<file path="config.mk">
export PLATFORM = sky130hd
export DESIGN_NAME = rns3_fwd_conv
export DESIGN_NICKNAME = d
export VERILOG_FILES = /design/src/rtl/rns3_pkg.sv /design/src/rtl/rns_sum3_mersenne.sv /design/src/rtl/rns_alt3_fermat.sv /design/src/rtl/rns_out_stage.sv /design/src/rtl/rns3_fwd_conv.sv
export SDC_FILE = /design/constraint.sdc
export NUM_CORES = 1
export LEC_CHECK = 0
export BUFFER_PORTS_ARGS = -buffer_cell sky130_fd_sc_hd__clkbuf_2
export CORE_ASPECT_RATIO = 0.9
export CORE_MARGIN = 2
export CORE_UTILIZATION = 59
export CTS_BUF_LIST = sky130_fd_sc_hd__clkbuf_16
export DETAILED_ROUTE_END_ITERATION = 8
export PLACE_DENSITY = 0.84
export SYNTH_ARGS = -nofsm -noshare
export SYNTH_HDL_FRONTEND = slang
export SYNTH_HIERARCHICAL = 1
export SYNTH_SLANG_ARGS = --single-unit
</file>
<file path="constraint.sdc">
create_clock -name clk -period 1.1 [get_ports clk]
set_clock_uncertainty 0.2 [all_clocks]
set_input_delay 0.22 -clock clk [delete_from_list [all_inputs] [get_ports clk]]
set_output_delay 0.22 -clock clk [all_outputs]
set_load 0.05 [all_outputs]
</file>
<file path="src/rtl/rns3_pkg.sv">
package rns3_pkg;
  // number of n-bit fields the input word is cut into
  localparam int FIELDS = 3;
  // extra headroom bits for the signed alternating sum
  localparam int ALT_GUARD = 3;
endpackage

</file>
<file path="src/rtl/rns_sum3_mersenne.sv">
// (a+b+c) mod (2^N-1): carry-save layer, rotated carry, end-around-carry add.
module rns_sum3_mersenne #(
  parameter int N = 4
) (
  input  logic [N-1:0] fa,
  input  logic [N-1:0] fb,
  input  logic [N-1:0] fc,
  output logic [N-1:0] res
);
  logic [N-1:0] csa_s;
  logic [N-1:0] csa_c;
  logic [N-1:0] c_rot;
  logic [N:0]   t_sum;
  logic [N-1:0] eac;

  always_comb begin
    csa_s = fa ^ fb ^ fc;
    csa_c = (fa & fb) | (fa & fc) | (fb & fc);
    // carry of weight 2^N folds back to weight 1
    c_rot = {csa_c[N-2:0], csa_c[N-1]};
    t_sum = {1'b0, csa_s} + {1'b0, c_rot};
    eac   = t_sum[N-1:0] + {{(N-1){1'b0}}, t_sum[N]};
    // all-ones is the second code for zero
    res   = (&eac) ? '0 : eac;
  end
endmodule

</file>
<file path="src/rtl/rns_alt3_fermat.sv">
// (a-b+c) mod (2^N+1) with a two-sided single correction.
module rns_alt3_fermat #(
  parameter int N = 4
) (
  input  logic [N-1:0] fa,
  input  logic [N-1:0] fb,
  input  logic [N-1:0] fc,
  output logic [N:0]   res
);
  localparam int SW = N + rns3_pkg::ALT_GUARD;
  localparam logic [SW-1:0] MODV = (SW'(1) << N) + SW'(1);

  logic [SW-1:0] ea, eb, ec;
  logic [SW-1:0] raw;
  logic [SW-1:0] up;
  logic [SW-1:0] down;
  logic [SW-1:0] pick;

  always_comb begin
    ea   = {{rns3_pkg::ALT_GUARD{1'b0}}, fa};
    eb   = {{rns3_pkg::ALT_GUARD{1'b0}}, fb};
    ec   = {{rns3_pkg::ALT_GUARD{1'b0}}, fc};
    raw  = ea + ec + (~eb) + SW'(1);
    up   = raw + MODV;
    down = raw - MODV;
    if (raw[SW-1])        pick = up;
    else if (!down[SW-1]) pick = down;
    else                  pick = raw;
    res  = pick[N:0];
  end
endmodule

</file>
<file path="src/rtl/rns_out_stage.sv">
// Output register bank with explicit load enable.
module rns_out_stage #(
  parameter int N = 4
) (
  input  logic         clk,
  input  logic         rst_n,
  input  logic         load,
  input  logic [N-1:0] d_minus,
  input  logic [N-1:0] d_pow,
  input  logic [N:0]   d_plus,
  output logic         q_valid,
  output logic [N-1:0] q_minus,
  output logic [N-1:0] q_pow,
  output logic [N:0]   q_plus
);
  logic         valid_nx;
  logic [N-1:0] minus_nx, pow_nx;
  logic [N:0]   plus_nx;

  always_comb begin
    valid_nx = load;
    minus_nx = load ? d_minus : q_minus;
    pow_nx   = load ? d_pow   : q_pow;
    plus_nx  = load ? d_plus  : q_plus;
  end

  always_ff @(posedge clk or negedge rst_n) begin
    if (!rst_n) begin
      q_valid <= 1'b0;
      q_minus <= '0;
      q_pow   <= '0;
      q_plus  <= '0;
    end else begin
      q_valid <= valid_nx;
      q_minus <= minus_nx;
      q_pow   <= pow_nx;
      q_plus  <= plus_nx;
    end
  end
endmodule

</file>
<file path="src/rtl/rns3_fwd_conv.sv">
module rns3_fwd_conv #(
  parameter int N = 4
) (
  input  logic                        clk,
  input  logic                        rst_n,
  input  logic                        in_valid,
  input  logic [rns3_pkg::FIELDS*N-1:0] in_word,
  output logic                        out_valid,
  output logic [N-1:0]                res_minus,
  output logic [N-1:0]                res_pow,
  output logic [N:0]                  res_plus
);
  localparam int W = rns3_pkg::FIELDS * N;

  logic rst_meta, rst_core_n;
  logic [N-1:0] f_hi, f_mid, f_lo;
  logic [N-1:0] r_minus;
  logic [N:0]   r_plus;

  // asynchronous assertion, synchronous release
  always_ff @(posedge clk or negedge rst_n) begin
    if (!rst_n) begin
      rst_meta   <= 1'b0;
      rst_core_n <= 1'b0;
    end else begin
      rst_meta   <= 1'b1;
      rst_core_n <= rst_meta;
    end
  end

  always_comb begin
    f_hi  = in_word[W-1:2*N];
    f_mid = in_word[2*N-1:N];
    f_lo  = in_word[N-1:0];
  end

  rns_sum3_mersenne #(.N(N)) u_minus (
    .fa(f_hi), .fb(f_mid), .fc(f_lo), .res(r_minus)
  );

  rns_alt3_fermat #(.N(N)) u_plus (
    .fa(f_hi), .fb(f_mid), .fc(f_lo), .res(r_plus)
  );

  rns_out_stage #(.N(N)) u_out (
    .clk(clk), .rst_n(rst_core_n), .load(in_valid),
    .d_minus(r_minus), .d_pow(f_lo), .d_plus(r_plus),
    .q_valid(out_valid), .q_minus(res_minus), .q_pow(res_pow), .q_plus(res_plus)
  );
endmodule

</file>
==> results of run 1 <==
## stage by stage
step / worst slack [ps] / area (um2) / TNS [ps]
floorplan: -1790 / 1490 / -15230
global placement: -1980 / 1850 / -17100
detailed placement: -2160 / 1850 / -17970
## kinds of logic after synthesis
kind of cell	Yosys count	share of synthesized area, %
other	1	0.263
XOR/XNOR	9	6.58
flip-flops	16	28.1
AND/OR/NAND/NOR	24	9.04
buffers and inverters	18	6.06
adder cells (fa/ha/maj)	22	24.1
AO/OA/AOI/OAI	22	13.0
multiplexers	13	12.9
==> results_dict.tcl, run 1 <==
set metrics [dict create \
    stop_stage "clock tree synthesis (4_1_cts)" \
    row_count 16 \
    ys_seq_area_share_pct 28.1 \
    dpl.hpwl_mm 2.90 \
    ctsHoldBuffers 1 \
    ios 29 \
    synth_area_leaders "dfrtp_1, fa_1, ha_1" \
    synth_seq_cells 16 \
    synth_common_cells "dfrtp_1, inv_1, ha_1" \
    gp_congestion 0.863 \
    syn_inst 125 \
    synth_flop_cell "dfrtp_1" \
    syn_avg_cell_area_um2 11.4 \
    async_flop_share_pct 100 \
    cts_root_buffer "clkbuf_16" \
    synth.distinct_cells 38 \
    start_util_pct 64.1 \
    synth_nets 162 \
    synth_edf_count 0 \
    error "[ERROR DPL-0033] detailed placement checks failed during check placement." \
    cts_setup_buffers 8 \
    dp.cells 204 \
    outcome "stopped before the end" \
    htree_levels 1 \
    die_h_um 50.6 \
    portBuffers 28 \
    synth_warnings 6 \
    yosysMostFrequentCell "dfrtp_1" \
    cts_resized 45 \
    cts_made_buffers 3 \
    synth_top_cell_by_area "dfrtp_1" \
    cts_max_path_buffers 2 \
    clock_sinks 16 \
    netlist_area_um2 1430 \
    die_x_um 55.8 \
    synth_top_area_share_pct 28.1 \
]
==> run 2, diff against run 1 <==
- CORE_AREA: default -> 2 2 63 65
- CORE_ASPECT_RATIO: 0.9 -> default
- CORE_MARGIN: 2 -> default
- CORE_UTILIZATION: 59 -> default
- CTS_BUF_LIST: sky130_fd_sc_hd__clkbuf_16 -> default
- DIE_AREA: default -> 0 0 65 67
- PLACE_DENSITY: 0.84 -> default
- PLACE_DENSITY_LB_ADDON: default -> 0.15
==> run 2 against run 1 <==
Synthesized area is the same. Synthesized cell count unchanged. The flow now finishes, with violations (hold timing, setup timing).
==> results_dict.tcl, run 2 <==
set metrics [dict create \
    area_delta_synth_final_pct 67.6 \
    die-area_um2 4360 \
    placedInstanceArea_um2 1930 \
    fin_nets 233 \
    synth_nets 162 \
    ys_seq_area_share_pct 28.1 \
    fmax_mhz 350 \
    drt-pass1-iter-count 4 \
    row_count 22 \
    portBuffers 28 \
    worst_slack_ps -1750 \
    fin_crit_sh_pct 260 \
    clock_sinks 16 \
    drt_iter0_markers 41 \
    setup_viol 24 \
    p_leak_nw 1.15 \
    power_density_nw_per_um2 2040 \
    synth_top_area_share_pct 28.1 \
    core-area_um2 3610 \
    start_util_pct 39.5 \
    die_h_um 67 \
    min_path_type "register to asynchronous set/reset pin" \
    fin_area_um2 2390 \
    vias 1175 \
    final_cell_mix "buf_4, buf_8, dfrtp_1, mux2_4, inv_1" \
    synth_warnings 6 \
    yosysMostFrequentCell "dfrtp_1" \
    drtAntennaViolNets 0 \
    track_usage_pct 18.1 \
    antenna_cells 0 \
    netlist_area_um2 1430 \
    wirelength_mm 3.43 \
    syn_inst 125 \
    cts_tree "yes" \
    wl_met2_mm 1.74 \
    wl_met1_mm 1.52 \
    largestRegisters "u_out/q_plus x5, u_out/q_minus x4, u_out/q_pow x4" \
    ios 29 \
    path_class "primary input to register" \
    clkTransAtPathRegs_ps 60 \
    grt_max_degree 10 \
    drv_cap 0 \
    place_worst_setup_slack_ps -2090 \
    cts_made_buffers 3 \
    hold_slack_ps -14.2 \
    synth_edf_count 0 \
    synth.distinct_cells 38 \
    hold_violations 5 \
    synth_top_cell_by_area "dfrtp_1" \
    htree_levels 1 \
    vdd_ir_drop_max_mv 1.62 \
    synth_seq_cells 16 \
    worst-r2r-setup-slack_ps -30 \
    cts_root_buffer "clkbuf_8" \
    gp_congestion 0.768 \
    critPathRequiredTime_ps 1040 \
    final_core_util_pct 66.2 \
    cp-end-kind "register" \
    drive_above_1_share_pct 64.6 \
    reg2regPathDepth 2 \
    arrival_ps 2790 \
    grt_pass1_vias 1278 \
    synth_area_leaders "dfrtp_1, fa_1, ha_1" \
    grt_pass1_wl_mm 5.94 \
    async_flop_share_pct 100 \
    layout_commonest_cell "buf_4" \
    r2r-start "u_out/q_minus[2]" \
    min_period_ps 2850 \
    syn_avg_cell_area_um2 11.4 \
    remaining_drc_errors 0 \
    clkLatencyLatePin_ps 250 \
    top_register "u_out/q_plus" \
    synth_flop_cell "dfrtp_1" \
    largest_reg_flops 5 \
    overflow 0 \
    die_x_um 65 \
    antenna_found_initial 0 \
    routed-wl-met3_um 122 \
    violations "hold timing, setup timing" \
    cts_max_path_buffers 2 \
    wire_per_inst_um 14.1 \
    reg2reg_to "u_out/q_minus[2]" \
    rsz0062_at_grt "true" \
    crit_fanout 4 \
    outcome "finished with violations" \
    dpl.hpwl_mm 2.64 \
    cp-start-kind "primary input" \
    topRoutingLayerUsed "met4" \
    drv_slew 0 \
    routed_via_density 4.84 \
    synth_common_cells "dfrtp_1, inv_1, ha_1" \
]
==> run 2: cell counts after synthesis <==
No cell type changed its count.
==> run 2: final cells by class <==
class | instances | area (um2)
clock buffers | 4 | 55.1
flip-flops and latches | 16 | 405
well taps | 48 | 60.1
fillers | 268 | 1220
inverters | 15 | 68.8
repair buffers | 69 | 683
multi-input cells | 91 | 1120
==> run 2: power by group <==
group / internal [mW] / switching, mW / leakage [nW] / total, mW
Clock: 0.318 / 0.203 / 0.0288 / 0.521
Combinational: 1.76 / 1.65 / 0.933 / 3.42
Sequential: 0.771 / 0.158 / 0.186 / 0.929
==> run 2: timing repair <==
item,in CTS,in global routing
resized for setup,52,38
endpoints found under the hold margin,16,0
endpoints found under the setup margin,23,32
cloned,0,1
hold buffers,2,0
buffers inserted,5,3
pin swaps,20,22
==> run 2: cell families after synthesis <==
group | synth area share (%)
XOR/XNOR | 6.58
multiplexers | 12.9
AO/OA/AOI/OAI | 13.0
flip-flops | 28.1
buffers and inverters | 6.06
adder cells (fa/ha/maj) | 24.1
AND/OR/NAND/NOR | 9.04
other | 0.263
==> run 2: layer usage <==
metal / up-vias / global-route usage [%]
met1: 575 / 23.3
met2: 24 / 31.6
met5: - / 0
met3: 5 / 2.20
li1: 571 / -
met4: 0 / 5.59
==> run 2: worst max-delay path: stages <==
cell and delay [ps]:
buf_8 80, inv_4 30, fa_1 540, inv_2 50, ha_4 160, fa_2 350
a21o_1 180, a21o_1 180, ha_4 170, ha_4 280, nand2_4 50, nor2_4 160
a21oi_2 80, mux2_4 260
==> run 2: per-stage QoR <==
step	total power, mW	hold slack (ps)	TNS, ps	instances
2_1_floorplan	2.76	-276	-15230	125
4_1_cts	4.67	32.7	-17110	241
3_3_place_gp	3.39	-194	-17610	231
5_1_grt	5.16	11.4	-17740	243
3_5_place_dp	3.46	-191	-18230	231
6_report	4.87	-14.2	-16710	243
==> run 2: worst max-delay path by stage <==
| stage | start | to | slack (ps) | depth (start not counted) |
|---|---|---|---|---|
| 6_report | in_word[8] | u_out/q_minus[2] | -1750 | 14 |
| 5_1_grt | in_word[8] | u_out/q_minus[2] | -1840 | 14 |
| 4_1_cts | in_word[0] | u_out/q_minus[0] | -1740 | 14 |
| 3_5_place_dp | in_word[0] | u_out/q_minus[2] | -2090 | 13 |
| 3_3_place_gp | in_word[0] | u_out/q_minus[2] | -2010 | 13 |
| 2_1_floorplan | in_word[0] | u_out/q_minus[2] | -1790 | 13 |
No activity file was read; power rests on OpenSTA's default activity.
